File: src/rtl/spin_pkg.sv
package spin_pkg;
  typedef struct packed {
    logic run;
    logic eor;
    logic seq;
    logic brake;
  } spin_flags_t;

  function automatic int unsigned cnt_w(input int unsigned n);
    return (n < 2) ? 1 : $clog2(n + 1);
  endfunction
endpackage

File: src/rtl/spin_run_ctrl.sv
module spin_run_ctrl (
  input  logic clk_i,
  input  logic rst_ni,
  input  logic run_req_i,
  input  logic abort_i,
  input  logic busy_i,
  output logic run_o,
  output logic fall_o,
  output logic emerg_o
);
  logic run_q, run_prev_q, emerg_q;
  logic stop_busy;

  assign fall_o    = run_prev_q & ~run_q;
  assign stop_busy = busy_i | fall_o;

  always_ff @(posedge clk_i or negedge rst_ni) begin
    if (!rst_ni) begin
      run_q      <= 1'b0;
      run_prev_q <= 1'b0;
      emerg_q    <= 1'b0;
    end else begin
      run_prev_q <= run_q;
      if (abort_i || !run_req_i)                         run_q <= 1'b0;
      else if (!run_q && !stop_busy && !emerg_q)         run_q <= 1'b1;
      if (abort_i)                                       emerg_q <= 1'b1;
      else if (emerg_q && !run_req_i && !stop_busy)      emerg_q <= 1'b0;
    end
  end

  assign run_o   = run_q;
  assign emerg_o = emerg_q;


  run_gate_chk: assert property (@(posedge clk_i) disable iff (!rst_ni)
    $rose(run_q) |-> $past(!stop_busy && !emerg_q));


  abort_clr_chk: assert property (@(posedge clk_i) disable iff (!rst_ni)
    abort_i |=> (!run_q && emerg_q));
endmodule

File: src/rtl/spin_stop_seq.sv
module spin_stop_seq #(
  parameter int unsigned BRAKE_TICKS = 8
) (
  input  logic clk_i,
  input  logic rst_ni,
  input  logic run_i,
  input  logic fall_i,
  input  logic start_done_i,
  input  logic tick_i,
  output logic eor_o,
  output logic seq_o,
  output logic brake_o
);
  localparam int unsigned CW = spin_pkg::cnt_w(BRAKE_TICKS);
  localparam logic [CW-1:0] LAST = CW'(BRAKE_TICKS - 1);

  logic eor_q, seq_q, brake_q;
  logic [CW-1:0] tick_cnt_q;
  logic brake_end, preset, hand_off;

  assign brake_end = brake_q & tick_i & (tick_cnt_q == LAST);
  assign preset    = eor_q & ~seq_q & ~brake_q;
  assign hand_off  = eor_q &  seq_q & ~brake_q;

  always_ff @(posedge clk_i or negedge rst_ni) begin
    if (!rst_ni) begin
      eor_q      <= 1'b0;
      seq_q      <= 1'b0;
      brake_q    <= 1'b0;
      tick_cnt_q <= '0;
    end else begin
      if (fall_i)         eor_q <= 1'b1;
      else if (brake_end) eor_q <= 1'b0;

      if (preset)                     seq_q <= 1'b1;
      else if (hand_off)              seq_q <= 1'b0;
      else if (run_i && start_done_i) seq_q <= 1'b1;

      if (hand_off)       brake_q <= 1'b1;
      else if (brake_end) brake_q <= 1'b0;

      if (!brake_q || brake_end) tick_cnt_q <= '0;
      else if (tick_i)           tick_cnt_q <= tick_cnt_q + 1'b1;
    end
  end

  assign eor_o   = eor_q;
  assign seq_o   = seq_q;
  assign brake_o = brake_q;


  no_overlap_chk: assert property (@(posedge clk_i) disable iff (!rst_ni)
    !(seq_q && brake_q));


  seq_preset_chk: assert property (@(posedge clk_i) disable iff (!rst_ni)
    (eor_q && !seq_q && !brake_q) |=> seq_q);


  brake_entry_chk: assert property (@(posedge clk_i) disable iff (!rst_ni)
    $rose(brake_q) |-> $past(eor_q && seq_q));


  brake_exit_chk: assert property (@(posedge clk_i) disable iff (!rst_ni)
    $fell(brake_q) |-> ($fell(eor_q) && $past(tick_i)));
endmodule

File: src/rtl/spin_ready.sv
module spin_ready #(
  parameter int unsigned HOLD_CYCLES = 16
) (
  input  logic clk_i,
  input  logic rst_ni,
  input  logic seq_i,
  input  logic heads_ok_i,
  input  logic emerg_i,
  input  logic select_i,
  output logic ready_o,
  output logic sel_rdy_o,
  output logic dly_rdy_o
);
  localparam int unsigned HW = spin_pkg::cnt_w(HOLD_CYCLES);

  assign ready_o   = seq_i & heads_ok_i & ~emerg_i;
  assign sel_rdy_o = ready_o & select_i;

  generate
    if (HOLD_CYCLES == 0) begin : g_nohold
      assign dly_rdy_o = sel_rdy_o;
    end else begin : g_hold
      logic [HW-1:0] hold_q;
      always_ff @(posedge clk_i or negedge rst_ni) begin
        if (!rst_ni)           hold_q <= '0;
        else if (sel_rdy_o)    hold_q <= HW'(HOLD_CYCLES);
        else if (hold_q != '0) hold_q <= hold_q - 1'b1;
      end
      assign dly_rdy_o = sel_rdy_o | (hold_q != '0);


      trail_hold_chk: assert property (@(posedge clk_i) disable iff (!rst_ni)
        $fell(sel_rdy_o) |-> dly_rdy_o);
    end
  endgenerate
endmodule

File: src/rtl/spin_seq_top.sv
module spin_seq_top #(
  parameter int unsigned BRAKE_TICKS = 8,
  parameter int unsigned HOLD_CYCLES = 16
) (
  input  logic clk_i,
  input  logic rst_ni,
  input  logic run_req_i,
  input  logic abort_i,
  input  logic heads_ok_i,
  input  logic select_i,
  input  logic tick_i,
  input  logic start_done_i,
  output logic run_o,
  output logic eor_o,
  output logic seq_o,
  output logic brake_o,
  output logic ready_o,
  output logic sel_rdy_o,
  output logic dly_rdy_o
);
  spin_pkg::spin_flags_t flags;
  logic fall, emerg;

  spin_run_ctrl u_run (
    .clk_i, .rst_ni, .run_req_i, .abort_i,
    .busy_i  (flags.eor | flags.brake),
    .run_o   (flags.run),
    .fall_o  (fall),
    .emerg_o (emerg)
  );

  spin_stop_seq #(.BRAKE_TICKS(BRAKE_TICKS)) u_stop (
    .clk_i, .rst_ni,
    .run_i        (flags.run),
    .fall_i       (fall),
    .start_done_i,
    .tick_i,
    .eor_o        (flags.eor),
    .seq_o        (flags.seq),
    .brake_o      (flags.brake)
  );

  spin_ready #(.HOLD_CYCLES(HOLD_CYCLES)) u_rdy (
    .clk_i, .rst_ni,
    .seq_i      (flags.seq),
    .heads_ok_i,
    .emerg_i    (emerg),
    .select_i,
    .ready_o,
    .sel_rdy_o,
    .dly_rdy_o
  );

  assign run_o   = flags.run;
  assign eor_o   = flags.eor;
  assign seq_o   = flags.seq;
  assign brake_o = flags.brake;


  eor_follow_chk: assert property (@(posedge clk_i) disable iff (!rst_ni)
    $fell(flags.run) |=> flags.eor);


  sel_gate_chk: assert property (@(posedge clk_i) disable iff (!rst_ni)
    sel_rdy_o |-> (select_i && ready_o && heads_ok_i));
endmodule

File: config.mk
export PLATFORM = sky130hd
export DESIGN_NAME = spin_seq_top
export DESIGN_NICKNAME = d
export VERILOG_FILES = /design/src/rtl/spin_pkg.sv /design/src/rtl/spin_run_ctrl.sv /design/src/rtl/spin_stop_seq.sv /design/src/rtl/spin_ready.sv /design/src/rtl/spin_seq_top.sv
export SDC_FILE = /design/constraint.sdc
export NUM_CORES = 1
export LEC_CHECK = 0
export BUFFER_PORTS_ARGS = -buffer_cell sky130_fd_sc_hd__buf_2
export CAP_MARGIN = 20
export CORE_ASPECT_RATIO = 1.5
export CORE_UTILIZATION = 25
export CTS_CLUSTER_DIAMETER = 60
export DETAILED_ROUTE_END_ITERATION = 8
export RECOVER_POWER = 50
export SETUP_SLACK_MARGIN = 0.4
export SLEW_MARGIN = 0
export SYNTH_ARGS = -nofsm -noshare
export SYNTH_HDL_FRONTEND = slang
export SYNTH_SLANG_ARGS = --single-unit
File: constraint.sdc
create_clock -name clk_i -period 4.53 [get_ports clk_i]
set_input_delay 0.906 -clock clk_i [delete_from_list [all_inputs] [get_ports clk_i]]
set_output_delay 0.906 -clock clk_i [all_outputs]
set_load 0.02 [all_outputs]
==> key figures, run 1 <==
Timing
  • Share of the clock period used by the worst path: 61.74%
  • Pins Over Slew Limit: 0
  • Unrepaired setup endpoints after global routing: no
  • Setup total negative slack: 0 ns
  • Post-Route Skew: 0.003937 ns
  • Tightest slew margin relative to the limit: 48.23%
  • PnR worst setup slack: 1.733 ns
  • Hold Violations, Final: 0
  • Max Clock Freq: 357.6 MHz
  • Final setup fails: 0
  • Transition time at the pin with the least slew margin: 0.7765 ns
  • Crit path time final: 2.797 ns

Drt
  • Highest routed layer: met4
  • Routed Antenna Nets: 0
  • Average detailed-routed wire length per instance: 10.30 µm
  • Met1 wire length: 490 µm
  • # DRC: 0
  • DR pass1 iterations: 4
  • Drt total wl: 1226 µm
  • Total met3 wirelength after detailed routing: 73 µm
  • Iteration-0 DRC count of the detailed router: 4
  • Via/cell ratio: 4.487
  • Met2 WL post-DR: 615 µm
  • Vias post-DR: 534

Global route
  • Via count of the first global-routing pass: 511
  • Global-route wire length before repair: 2097 µm
  • Global route overflow: 0
  • Number of antenna violations at the first check in global routing: 0
  • Overall global routing resource usage: 10.15%
  • Maximum number of pins on one net before global-route repair: 16

Setup path
  • WP buf/inv: 2
  • Reg-to-reg slack, setup: 2.90 ns
  • Cell with the largest stage delay on the worst path: sky130_fd_sc_hd__or4b_1
  • Worst endpoint required time: 3.62 ns
  • CP startpoint kind: flip-flop
  • Largest stage delay on the critical path: 0.56 ns
  • Kind of end point of the critical path: output pin
  • Critical Path, Cell by Cell: inv_1 -> ha_1 -> or4b_1 -> or2_1 -> buf_2
  • Startpoint-to-endpoint class of the critical path: flip-flop to output pin
  • Critical Path Fanout Max: 5
  • Timing startpoint of the critical path: u_rdy.g_hold.hold_q[0]
  • Crit-path leading delay family: simple AND/OR/NAND/NOR gates
  • Number of cells on the worst reg-to-reg path: 5
  • Reg-to-reg critical path startpoint: u_rdy.g_hold.hold_q[0]
  • Critical Path AT: 1.89 ns
  • R2r endpoint: u_rdy.g_hold.hold_q[0]

Die
  • Initial cell density of the core: 26.13%
  • Number of placed I/O pins: 15
  • Horiz. Die Dim: 45.19 µm
  • Area of the die: 3017 µm²
  • Overall die height: 66.78 µm
  • Core area: 2676 µm²
  • Row count: 23

Placement
  • Placed cell count: 115
  • Hpwl dp: 986 µm
  • Number of buffers inserted by port buffering: 14
  • Post-placement worst setup slack: 1.844 ns
  • Final Wtd Congestion: 0.6817

Clock tree
  • Num Clock Sinks: 15
  • Number of gates resized after CTS: 0
  • Number of buffers inserted by hold repair at cts: 0
  • Clock root buffer master: sky130_fd_sc_hd__clkbuf_8
  • H-tree depth reported by CTS: 1
  • Maximum count of clock buffers along a single path: 2
  • Clock network latency to the later pin of the worst-skew pair: 0.25 ns
  • Buffers inserted by post-CTS timing repair: 0
  • Clk slew on worst S/H paths: 0.06 ns
  • Clock tree from TritonCTS: built
  • Clock buffers created by TritonCTS: 3

Synth
  • Number of instances in the synthesized netlist: 66
  • Syn Std Cell Area: 699.4 µm²
  • Yosys warns: 0
  • Sequential element share of the synthesized area: 53.67%
  • Netlist cell types: 29
  • Syn nets: 76
  • Post-synthesis average cell area: 10.60 µm²
  • Number of register bits inferred by synthesis: 15

Worst hold path
  • End point of the most critical hold path: u_run.run_prev_q
  • Class of the most critical hold timing path: flip-flop to flip-flop
  • Worst Hold Depth: 0
  • Hold_sp: u_run.run_o

Power
  • Post-layout total power: 0.5166 mW
  • Power per standard cell area: 606.3 nW/µm²
  • Leakage power: 0.4315 nW
  • Max IR drop VDD: 152.9 µV

Layout
  • Leading cell type in the layout, fill and taps excluded: sky130_fd_sc_hd__dfrtp_1
  • Number of cells in the finished layout apart from fillers: 119
  • Number of antenna diodes: 0
  • Commonest cells after routing, fill and taps aside: 15 x sky130_fd_sc_hd__dfrtp_1, 13 x sky130_fd_sc_hd__buf_2, 7 x sky130_fd_sc_hd__nor2_1
  • Layout fillers: 287
  • Signed area change from the synthesized netlist to the final layout: 21.82%
  • Share of layout cells above drive strength 1: 21.95%
  • Core utilization of the finished layout: 31.84%
  • Total Nets Final: 93

Flow run
  • Reported max-cap violation count: 0

Run status
  • Status: completed
## state kept, by name, indices dropped and copies added (netlist names)
signal and count:
u_rdy.g_hold.hold_q 5, u_run.emerg_o 1, u_run.run_o 1, u_run.run_prev_q 1
u_stop.brake_o 1, u_stop.eor_o 1, u_stop.seq_o 1, u_stop.tick_cnt_q 4
## how the worst max path moves through the flow
stage / depth (start not counted) / to / slack (ns)
2_1_floorplan: 4 / dly_rdy_o / 1.68
3_3_place_gp: 5 / dly_rdy_o / 1.86
5_1_grt: 5 / dly_rdy_o / 1.62
6_report: 5 / dly_rdy_o / 1.73
4_1_cts: 5 / dly_rdy_o / 1.73
3_5_place_dp: 5 / dly_rdy_o / 1.84
## metal layers
metal / track usage, % / vias up
li1: - / 253
met3: 2.439 / 5
met2: 16.85 / 18
met1: 9.949 / 258
met5: 0 / -
met4: 9.091 / 0
## cells in the mapped netlist
cell                       number  share of area [%]
sky130_fd_sc_hd__dfrtp_1       15                 54
sky130_fd_sc_hd__nor2_1         7                3.8
sky130_fd_sc_hd__nand2_1        5                2.7
sky130_fd_sc_hd__inv_1          4                2.1
sky130_fd_sc_hd__a21oi_1        3                2.1
sky130_fd_sc_hd__nand2b_1       3                2.7
sky130_fd_sc_hd__ha_1           2                3.6
sky130_fd_sc_hd__nand3b_1       2                2.1
sky130_fd_sc_hd__nor2b_1        2                1.8
sky130_fd_sc_hd__or2b_1         2                2.1
sky130_fd_sc_hd__xnor2_1        2                2.5
sky130_fd_sc_hd__xor2_1         2                2.5
sky130_fd_sc_hd__a211oi_1       1                1.1
sky130_fd_sc_hd__a211oi_2       1                1.8
sky130_fd_sc_hd__a21o_1         1                1.1
sky130_fd_sc_hd__and2_1         1               0.90
sky130_fd_sc_hd__and3b_1        1                1.3
sky130_fd_sc_hd__buf_2          1               0.71
sky130_fd_sc_hd__clkbuf_1       1               0.54
sky130_fd_sc_hd__mux2i_1        1                1.4
sky130_fd_sc_hd__nand4_1        1               0.90
sky130_fd_sc_hd__nand4b_1       1                1.3
sky130_fd_sc_hd__nor3_1         1               0.71
sky130_fd_sc_hd__nor4_1         1               0.90
sky130_fd_sc_hd__o211a_1        1                1.4
sky130_fd_sc_hd__o21ai_0        1               0.71
sky130_fd_sc_hd__o41ai_1        1                1.3
sky130_fd_sc_hd__or2_1          1               0.90
sky130_fd_sc_hd__or4b_1         1                1.4
## logic make-up after synthesis
kind of cell,count (synthesis),share of synthesized area (%)
AND/OR/NAND/NOR,29,23.44
adder cells (fa/ha/maj),2,3.577
buffers and inverters,6,3.397
flip-flops,15,53.67
AO/OA/AOI/OAI,9,9.481
XOR/XNOR,4,5.010
multiplexers,1,1.431
## power by group
part           switching [mW]  total [mW]  internal [mW]
clock network          0.0460       0.107         0.0609
logic                  0.0962       0.182         0.0854
registers              0.0455       0.228          0.183
## stage by stage
| stage | hold WS, ns | area [µm²] |
|---|---|---|
| 2_1_floorplan | 0.4559 | 699.4 |
| 3_3_place_gp | 0.4526 | 807.0 |
| 3_5_place_dp | 0.4546 | 807.0 |
| 4_1_cts | 0.4695 | 853.3 |
| 5_1_grt | 0.4946 | 852.1 |
| 6_report | 0.4607 | 852.1 |
## cell type report
cell class              count  area [µm²]  area share (%)
flip-flops and latches     15       375.4           44.05
multi-input cells          45       300.3           35.24
repair buffers             14       68.82           8.076
well taps                  37       46.29           5.433
clock buffers               3       41.29           4.846
inverters                   4       15.01           1.762
clock inverters             1       5.005          0.5874
Note: power is estimated with default switching activity, not from simulation.
==> run 2, diff against run 1 <==
clock period = 2.75 ns   (was 4.53 ns; I/O delays follow)
==> key figures, run 2 (synthesis gave the netlist of run 1 again) <==
Layout
  • Number of antenna diodes: 0
  • Leading cell type in the layout, fill and taps excluded: sky130_fd_sc_hd__dfrtp_1
  • Signed area change from the synthesized netlist to the final layout: 26.12%
  • Total Nets Final: 95
  • Layout fillers: 291
  • Multi-input logic area: 316.6 µm²
  • Core utilization of the finished layout: 32.96%
  • Registers with the most flip-flops: u_rdy.g_hold.hold_q (5), u_stop.tick_cnt_q (4)
  • Share of layout cells above drive strength 1: 25.00%
  • Register cell area after layout: 375.4 µm²
  • Commonest cells after routing, fill and taps aside: 15 x sky130_fd_sc_hd__dfrtp_1, 13 x sky130_fd_sc_hd__buf_2, 7 x sky130_fd_sc_hd__nor2_1
  • Max reg flops: 5
  • Total non-filler cell area in the finished layout: 882.1 µm²
  • Register with the most flip-flops: u_rdy.g_hold.hold_q

Setup path
  • Reg-to-reg critical path startpoint: u_rdy.g_hold.hold_q[0]
  • Kind of end point of the critical path: output pin
  • End point of the critical path: dly_rdy_o
  • CP startpoint kind: flip-flop
  • Largest stage delay on the critical path: 0.46 ns
  • Number of cells on the worst reg-to-reg path: 6
  • Startpoint-to-endpoint class of the critical path: flip-flop to output pin
  • Reg-to-reg slack, setup: 1.16 ns
  • Critical Path AT: 1.72 ns
  • Timing startpoint of the critical path: u_rdy.g_hold.hold_q[0]
  • R2r endpoint: u_rdy.g_hold.hold_q[0]
  • Critical Path Fanout Max: 5
  • Worst endpoint required time: 2.20 ns
  • Critical Path, Cell by Cell: inv_1 -> ha_4 -> or4b_4 -> or2_1 -> buf_2
  • Cell with the largest stage delay on the worst path: sky130_fd_sc_hd__or4b_4

Power
  • Net load switching power: 0.3196 mW
  • Cell-internal power: 0.5773 mW
  • Sw frac: 35.63%
  • Max IR drop VDD: 253.9 µV
  • Relative contribution of sequential cells to total power: 41.7%
  • Leakage power: 0.4396 nW
  • Combinational group share of total power: 38.8%
  • Proportion of power drawn by the clock network: 19.5%
  • Power per standard cell area: 1017 nW/µm²

Clock tree
  • Clock buffers created by TritonCTS: 3
  • H-tree depth reported by CTS: 1
  • Number of buffers inserted by hold repair at cts: 0
  • Maximum count of clock buffers along a single path: 2
  • Clock root buffer master: sky130_fd_sc_hd__clkbuf_8
  • Clock network latency to the later pin of the worst-skew pair: 0.24 ns
  • Clock tree from TritonCTS: built
  • Clk slew on worst S/H paths: 0.06 ns
  • Num Clock Sinks: 15

Drt
  • # DRC: 0
  • Iteration-0 DRC count of the detailed router: 8
  • Routed Antenna Nets: 0
  • DR pass1 iterations: 2
  • Average detailed-routed wire length per instance: 10.46 µm
  • Drt total wl: 1266 µm
  • Via/cell ratio: 4.463
  • Vias post-DR: 540

Die
  • Initial cell density of the core: 26.13%
  • Overall die height: 66.78 µm
  • Core area: 2676 µm²
  • Row count: 23
  • Number of placed I/O pins: 15
  • Horiz. Die Dim: 45.19 µm
  • Area of the die: 3017 µm²

Placement
  • Post-placement worst setup slack: 0.5550 ns
  • Hpwl dp: 986 µm
  • Number of buffers inserted by port buffering: 14
  • Final Wtd Congestion: 0.6743
  • Post-Place Cell Area: 807.0 µm²

Flow run
  • Reported max-cap violation count: 0

Timing
  • Post-Route Skew: 0.002905 ns
  • Worst slack on hold paths: 0.3615 ns
  • PnR worst setup slack: 0.4797 ns
  • Share of the clock period used by the worst path: 82.56%
  • Final setup fails: 0
  • Tightest slew margin relative to the limit: 47.38%
  • Hold Violations, Final: 0
  • Crit path time final: 2.270 ns
  • Max Clock Freq: 440.5 MHz
  • Transition time at the pin with the least slew margin: 0.7892 ns
  • Unrepaired setup endpoints after global routing: no
  • Pins Over Slew Limit: 0
  • Setup total negative slack: 0 ns

Global route
  • Via count of the first global-routing pass: 516
  • Number of antenna violations at the first check in global routing: 0
  • Maximum number of pins on one net before global-route repair: 16
  • Global route overflow: 0
  • Global-route wire length before repair: 2221 µm
  • Overall global routing resource usage: 10.49%

Worst hold path
  • Class of the most critical hold timing path: input pin to async pin

Run status
  • Status: completed
run 2: cell count changes in the layout (fill, tap and decap cells not counted), sizes merged:
cell    before  now
clkinv       1    0
clkbuf       4    5
buf         13   15
run 2: worst min-delay path by stage:
stage	end	slack (ns)	from	depth (start not counted)
6_report	u_rdy.g_hold.hold_q[0]	0.36	rst_ni	1
5_1_grt	u_rdy.g_hold.hold_q[0]	0.42	rst_ni	1
4_1_cts	u_rdy.g_hold.hold_q[3]	0.21	rst_ni	1
3_5_place_dp	u_run.run_prev_q	0.45	u_run.run_o	0
3_3_place_gp	u_run.run_prev_q	0.45	u_run.run_o	0
2_1_floorplan	u_rdy.g_hold.hold_q[0]	0.25	rst_ni	0
run 2: power groups by stage:
stage / clock (mW) / sequential [mW] / combinational, mW
final: 0.175 / 0.374 / 0.348
after global routing: 0.189 / 0.392 / 0.396
after CTS: 0.181 / 0.377 / 0.324
after detailed placement: 0 / 0.380 / 0.307
after global placement: 0 / 0.376 / 0.295
after floorplan: 0 / 0.387 / 0.211
run 2: what timing repair did:
item                                    CTS  global route
setup buffers                             1             1
endpoints found under the setup margin    1             1
pin swaps                                 0             0
gates resized for setup                   2             1
run 2: critical path: cells and delay by family, from the launching register on:
kind / cells / cell delay [ns]
adders and majority gates: 1 / 0.16
and+or+nand+nor: 2 / 0.67
DFF: 1 / 0.39
buffers and inverters: 2 / 0.25
run 2: final cells by class:
| cell class | instances | share of cell area [%] |
|---|---|---|
| multi-input cells | 45 | 35.89 |
| inverters | 4 | 1.702 |
| flip-flops and latches | 15 | 42.55 |
| repair buffers | 16 | 9.504 |
| well taps | 37 | 5.248 |
| clock buffers | 4 | 5.106 |
run 2: per-layer routing:
metal	routed length, µm	vias up	track usage (%)
li1	-	259	-
met1	480	264	11.00
met2	688	13	17.21
met3	67	4	3.523
met4	29	0	6.818
met5	0	-	0
run 2: metrics by stage:
step           instances  power [mW]
2_1_floorplan         66      0.5980
3_3_place_gp         115      0.6704
3_5_place_dp         115      0.6861
4_1_cts              120      0.8819
5_1_grt              121      0.9759
6_report             121      0.8969
